--- config.mk ---
export PLATFORM = sky130hd
export DESIGN_NAME = cfg_eeprom_loader
export DESIGN_NICKNAME = d
export VERILOG_FILES = /design/src/rtl/cfg_eeprom_loader.sv
export SDC_FILE = /design/constraint.sdc
export NUM_CORES = 1
export LEC_CHECK = 0
export ABC_AREA = 1
export CAP_MARGIN = 0
export CELL_PAD_IN_SITES_DETAIL_PLACEMENT = 1
export CELL_PAD_IN_SITES_GLOBAL_PLACEMENT = 1
export CORE_MARGIN = 4
export CORE_UTILIZATION = 46
export DETAILED_ROUTE_END_ITERATION = 12
export PLACE_DENSITY = 0.86
export SLEW_MARGIN = 10
export SYNTH_ARGS = -nofsm -noshare
export SYNTH_HDL_FRONTEND = slang
export SYNTH_SLANG_ARGS = --single-unit
--- constraint.sdc ---
create_clock -name clk -period 3 [get_ports clk]
set_clock_uncertainty 0.2 [all_clocks]
set_input_delay 0.45 -clock clk [delete_from_list [all_inputs] [get_ports clk]]
set_output_delay 0.45 -clock clk [all_outputs]
set_load 0.005 [all_outputs]
--- src/rtl/cfg_eeprom_loader.sv ---
module cfg_eeprom_loader #(
  parameter int NUM_REGS = 110,
  parameter int DIV = 312,
  parameter logic [6:0] DEV_ADDR = 7'h50,
  parameter logic [NUM_REGS-1:0] RO_MASK = {{(NUM_REGS-2){1'b0}}, 2'b11},
  localparam int AW = $clog2(NUM_REGS+1)
) (
  input  logic          clk,
  input  logic          rst_n,
  input  logic          scl_i,
  output logic          scl_oe,
  input  logic          sda_i,
  output logic          sda_oe,
  output logic [AW-1:0] reg_addr,
  output logic [7:0]    reg_data,
  output logic          reg_we,
  output logic          done,
  output logic          absent
);
  localparam int DW = $clog2(DIV);

  typedef enum logic [2:0] {IDLE, START, TX, RX, STOP, FIN} st_t;

  st_t           st;
  logic [DW-1:0] dcnt;
  logic [1:0]    ph;
  logic [3:0]    bitn;
  logic [1:0]    txsel;
  logic [AW-1:0] idx;
  logic [6:0]    rxsh;
  logic [7:0]    txbyte;
  logic          tick, adv, last, scl_low;

  assign tick    = (dcnt == DW'(DIV-1));
  assign adv     = tick && !(ph == 2'd1 && !scl_i);
  assign last    = (idx == AW'(NUM_REGS));
  assign done    = (st == FIN);
  assign scl_low = (ph == 2'd0) || (ph == 2'd3);
  assign txbyte  = (txsel == 2'd0) ? {DEV_ADDR, 1'b0} :
                   (txsel == 2'd1) ? 8'h00 : {DEV_ADDR, 1'b1};

  always_comb begin
    scl_oe = 1'b0;
    sda_oe = 1'b0;
    case (st)
      START: begin scl_oe = scl_low; sda_oe = ph[1]; end
      TX:    begin scl_oe = scl_low; sda_oe = (bitn < 4'd8) && !txbyte[3'd7 - bitn[2:0]]; end
      RX:    begin scl_oe = scl_low; sda_oe = (bitn == 4'd8) && !last; end
      STOP:  begin scl_oe = (ph == 2'd0); sda_oe = !ph[1]; end
      default: ;
    endcase
  end

  always_ff @(posedge clk or negedge rst_n) begin
    if (!rst_n) begin
      st       <= IDLE;
      dcnt     <= '0;
      ph       <= '0;
      bitn     <= '0;
      txsel    <= '0;
      idx      <= '0;
      rxsh     <= '0;
      reg_we   <= 1'b0;
      reg_addr <= '0;
      reg_data <= '0;
      absent   <= 1'b0;
    end else begin
      reg_we <= 1'b0;
      dcnt   <= tick ? '0 : dcnt + 1'b1;
      if (adv) begin
        case (st)
          IDLE: st <= START;
          START: begin
            ph <= ph + 1'b1;
            if (ph == 2'd3) begin st <= TX; bitn <= '0; end
          end
          TX: begin
            ph <= ph + 1'b1;
            if (ph == 2'd2 && bitn == 4'd8 && sda_i) absent <= 1'b1;
            if (ph == 2'd3) begin
              bitn <= bitn + 4'd1;
              if (bitn == 4'd8) begin
                bitn <= '0;
                if (absent)               st <= STOP;
                else if (txsel == 2'd1) begin txsel <= 2'd2; st <= START; end
                else if (txsel == 2'd2)   st <= RX;
                else                      txsel <= 2'd1;
              end
            end
          end
          RX: begin
            ph <= ph + 1'b1;
            if (ph == 2'd2 && bitn < 4'd8) begin
              rxsh <= {rxsh[5:0], sda_i};
              if (bitn == 4'd7) begin
                reg_we   <= !RO_MASK[idx];
                reg_addr <= idx;
                reg_data <= {rxsh, sda_i};
                idx      <= idx + 1'b1;
              end
            end
            if (ph == 2'd3) begin
              bitn <= bitn + 4'd1;
              if (bitn == 4'd8) begin
                bitn <= '0;
                if (last) st <= STOP;
              end
            end
          end
          STOP: begin
            ph <= ph + 1'b1;
            if (ph == 2'd3) st <= FIN;
          end
          default: ;
        endcase
      end
    end
  end
endmodule

# == After elaboration in Yosys (flattened, before gate mapping) ==
# Memories as Yosys holds them, arrays and structs flattened.
# Cells that the tools add are included.
# totals
reg_bits,51
romBits,128
inputBits,4
n_memories,1
# classes
add_sub_neg,5
magnitude_cmp,3
eq_ne,24
mux,29
bitwise_logic,1
n_reduce_logical,29
# mem_list
name,depth,width,read_ports,rd_clocked_by_memory_dff,wr,line_no,rtl
(no name shown),128,1,1,0,0,96,reg_we <= !RO_MASK[idx];
# op_table
cell,count
two-way mux 3 bit,10
two-way mux 8 bit,2
!= test 2 bit (second input constant),8
case mux 3 bit (5 select lines),1
two-way mux 4 bit,3
AND reduction 10 bit,1
adder 9 x 1 -> 9 bit (second input constant),1
equality test 9 bit (second input constant),1
two-way mux 9 bit,1
< comparator 7 x 8 -> 1 bit (second input constant),1
case mux 4 bit (2 select lines),1
AND reduction 4 bit,2
adder 7 x 1 -> 7 bit (second input constant),1
equality test 7 bit (second input constant),1
logical AND 1 bit,7
equality test 2 bit (second input constant),3
equality test 3 x 2 -> 1 bit (second input constant),2
equality test 3 bit (second input constant),2
zero test 1 bit,6
two-way mux 1 bit,6
AND reduction 3 bit,2
AND reduction 6 bit,1
nonzero test 5 bit,1
adder 4 x 1 -> 4 bit (second input constant),1
other kinds (23),26

# == Depth between registers and ports, before layout ==
# Gate-level depths: netlist of run 1.
# logic_depth
word_depth,8
mapped_depth,10

# == Worst setup path before layout of run 1 ==
# No wires, ideal clock.
# synth_path
path_type,register to register
from,register dcnt[0]
to,register idx[1]
setup_ns,0.118
arrival_ns,1.406
slack_ns,1.277
stages_incl_launch_ff,10
path_cell_list,dfrtp_1 > ha_1 > nand2_1 > nor3_4 > nand3b_4 > nor2_8 > nand2_4 > buf_6 > nand2_1 > nand2_1
# synth_via
elab_chain_len,3
# synth_rtl
item,line_no,rtl
"start, declared",25,logic [DW-1:0] dcnt;
"start signal, assigned",69,dcnt <= tick ? '0 : dcnt + 1'b1;
equality test 9 bit,34,assign tick = (dcnt == DW'(DIV-1));
logical AND 1 bit,35,assign adv = tick && !(ph == 2'd1 && !scl_i);
AND reduction 4 bit (no line),--,
"end signal, assigned",99,idx <= idx + 1'b1;
"end, declared",29,logic [AW-1:0] idx;
# No other way between the ends.
# A chain may end at the register's enable or synchronous reset.

# == Final worst setup path of run 1 ==
# layout_path
from,register idx[0]
to,output port sda_oe
# layout_via
elab_chain_len,4
# layout_rtl
item,line_no,rtl
equality test 7 bit,36,assign last = (idx == AW'(NUM_REGS));
zero test 1 bit,48,RX: begin scl_oe = scl_low; sda_oe = (bitn == 4'd8) && !last; end
logical AND 1 bit,48,
case mux 1 bit (4 select lines),45,case (st)
"end, declared",13,"output logic sda_oe,"
# No other way between the ends.

==> results of run 1 <==
-- layout by cell type, fill, tap and decap left out, drive strengths merged --
master / count
ha: 9
nand4: 5
clkinvlp: 1
nand2: 122
clkbuf: 5
o211ai: 2
o21ai: 11
nand3b: 4
bufinv: 1
xor2: 8
dlygate4sd3: 1
buf: 3
clkinv: 1
clkdlybuf4s50: 22
dfrtp: 51
nand3: 37
a21oi: 6
inv: 31
nor3: 3
nor2: 35
-- report_power, final --
group | internal [W] | leakage (nW) | switching [W]
combinational | 0.00000606 | 0.893 | 0.0000156
clock | 0.000251 | 0.0548 | 0.000236
sequential | 0.000687 | 0.667 | 0
total | 0.000944 | 1.62 | 0.000252
-- cells by family (layout without fill, tap and decap cells) --
| kind of cell | count (synthesis) | in the layout | share of synthesized area (%) |
|---|---|---|---|
| buffers and inverters | 36 | 65 | 5.68 |
| and+or+nand+nor | 206 | 206 | 35.4 |
| DFF | 51 | 51 | 48.2 |
| xor gates and xnor gates | 8 | 8 | 2.65 |
| AOI/OAI and AO/OA | 19 | 19 | 3.78 |
| adders and majority gates | 9 | 9 | 4.26 |
-- layout make-up --
class                      count  area [µm²]  area share [%]
multi-input combinational    242        1220            39.7
clock inverter                 3        46.3            1.51
inverter                      31         116            3.79
tap                           72        90.1            2.94
clock buffer                   5        68.8            2.24
timing repair buffer          26         250            8.16
sequential                    51        1280            41.6
-- worst max-delay path by stage --
stage / endpoint / cells after the start / start / slack (ns)
2_1_floorplan: idx[1] / 9 / dcnt[0] / 1.28
3_3_place_gp: sda_oe / 8 / idx[0] / 0.76
3_5_place_dp: sda_oe / 8 / idx[0] / 0.72
4_1_cts: sda_oe / 8 / idx[0] / 0.29
5_1_grt: sda_oe / 8 / idx[0] / 0.17
6_report: sda_oe / 8 / idx[0] / 0.32
-- cells in the mapped netlist, types with 2 or more instances --
master and instances:
nor2_4 3, dfrtp_1 51, inv_2 2, buf_4 2
nand2_1 119, xor2_1 8, a21oi_1 6, nand3b_1 3
o211ai_1 2, nand2_2 2, clkbuf_1 2, ha_1 9
o21ai_0 10, nor2_1 27, inv_1 28, nand4_1 5
nor3_1 2, nor2_2 4, nand3_1 37
-- metrics by stage --
stage | instance area, µm² | power, W | setup WS (ns) | utilization [%] | hold slack [ns]
after floorplan | 2650 | 0.000702 | 1.28 | - | -0.0456
after global placement | 2940 | 0.000722 | 0.759 | 53.1 | 0.247
after detailed placement | 2940 | 0.000722 | 0.716 | 53.1 | 0.260
after CTS | 3070 | 0.00122 | 0.289 | 55.4 | 0.273
after global routing | 3070 | 0.00125 | 0.173 | 55.4 | 0.310
final | 3070 | 0.00120 | 0.323 | 55.4 | 0.270
-- worst max-delay path, delay by kind of cell (launching register included) --
| family | cells | cell delay, ns |
|---|---|---|
| buffers and inverters | 2 | 0.61 |
| adders and majority gates | 1 | 0.21 |
| and+or+nand+nor | 5 | 0.43 |
| DFF | 1 | 0.48 |
-- what timing repair did --
item / 4_1_cts / 5_1_grt
hold buffers: 1 / 0
endpoints found under the hold margin: 28 / 0
gates resized for setup: 0 / 0
-- sequential cells by signal, summed over array words and instances, names as in the netlist --
name / cells
txsel: 2
reg_we: 1
rxsh: 7
reg_data: 8
bitn: 4
st: 3
dcnt: 9
reg_addr: 7
ph: 2
absent: 1
idx: 7
-- routing by layer --
metal  up-vias  share of wire (%)  global-route usage, %
li1       1102                  -                      -
met1      1076                 46                   23.7
met2        32                 50                   32.7
met3        12                2.3                   2.76
met4         0                2.0                   6.73
met5         -                  0                      0
==> results.md, run 1 <==
* Clk buf depth at 2
* CTS tree: done
* Ys Warns at 0
* Die Span X at roughly 84 µm
* Core area at approximately 5500 µm²
* Largest area contributor in the netlist: dfrtp_1
* Fin. max-slew vios at 0
* Mapped Cells at 329
* TritonCTS Buffers at 5
* R2R setup slack at 0.90 ns
* Status: finished clean
* RePlAce Congestion at 0.876
* PwrDens at 390 nW/µm²
* H-tree levels at 2
* Worst path cell trace: inv_1 -> ha_1 -> nand3_1 -> nor2_1 -> nor2_1 -> nand2_1 -> nand3_1 -> clkdlybuf4s50_1
* Fillers at 701
* Slowest CP cell: clkdlybuf4s50_1
* Layout cells sized above 1 at under 10%
* CP arrival at 2.03 ns
* Hold Vio Cnt, Final at 0
* Distinct cell type count after synthesis at 26
* Crit path largest cell delay at 0.51 ns
* Root buffer cell: clkbuf_8
* CP Capture Type: output port
* Hold Path Stages at 1
* Routed WL at around 6200 µm
* Critical path launch point type: flip-flop
* Vias/cell at 5.17
* Ranking of synthesized cells by area: dfrtp_1 48%, nand2_1 17%, nand3_1 7.0%
* Placed cells at 421
* Reg2reg end: reg_addr[3]
* Area growth from synthesis to layout at 15.9%
* TritonRoute pass-1 iters at 4
* Net Count, Synth at 342
* Clk sinks at 51
* DR vias at between 2000 and 2500
* Critical path fanouts, max at 7
* Antenna viol nets, final at 0
* Worst min-delay path endpoint: dcnt[0]
* Fin crit share at 89.2%
* Number of global-route vias before repair at 2305
* Cell row count at 27
* Fin cells at 430
* Critical path type: reg2out
* Clk Latency, worst-skew pair at slightly above 0.3 ns
* Synthesized flop and latch total at 51
* Port bufs at 23
* Worst rel slew slack at 54.2%
* Final TNS setup at 0 ns
* IO Count at 24
* Final setup viols at 0
* Post-CTS Setup Bufs at 0
* Gr ovfl total at 0
* Drt drc at 0
* First-pass GRT wire length at 10800 µm
* R2r worst-path depth at 8
* Largest net degree at the start of global routing at 31
* HP Class: reg2reg
* Tightest Pin Transition at between 0.6 and 0.7 ns
* Total track usage at 18.8%
* Final min period at roughly 2.7 ns
* DRT iter0 DRCs at 73
* Max-cap viol count at 0
* Mapped Area at 2650 µm²
* WP data required at 2.35 ns
* Maximum VDD drop at 0.179 mV
* HPWL after detailed placement at approximately 4600 µm
* Hold Startpoint: dcnt[0]
* RR Startpoint: dcnt[0]
* Max Fclk at 374 MHz
* EDFF count, synth at 0
* Mean post-synth cell area at 8.04 µm²
* Reg clk slew, reported paths at 0.10 ns
* Post-synth ARST share at 100%
* P_leak at between 1.5 and 2 nW
* Initial antenna violation count at 0
* Overall die height at 83.8 µm
* Top-area cell type share of the netlist area at between 40% and 50%
* Sequential area share after synthesis at roughly half
* Routed len/inst at 14.4 µm
* RSZ-0062 raised after global routing: no
* # diodes at 0
* Die Footprint at 7030 µm²
* Initial core utilization at 47.7%
* Ys flop type: dfrtp_1
* Fin nets at 370
Power figures use the tool's default switching activity.
==> run 2: changes to the inputs <==
--- a/config.mk
+++ b/config.mk
@@ -6,7 +6,7 @@
 export NUM_CORES = 1
 export LEC_CHECK = 0
 export ABC_AREA = 1
-export CAP_MARGIN = 0
+export CAP_MARGIN = 20
 export CELL_PAD_IN_SITES_DETAIL_PLACEMENT = 1
 export CELL_PAD_IN_SITES_GLOBAL_PLACEMENT = 1
 export CORE_MARGIN = 4
==> results of run 2 <==
The final DEF is identical to that of run 1; final timing and power are the same.
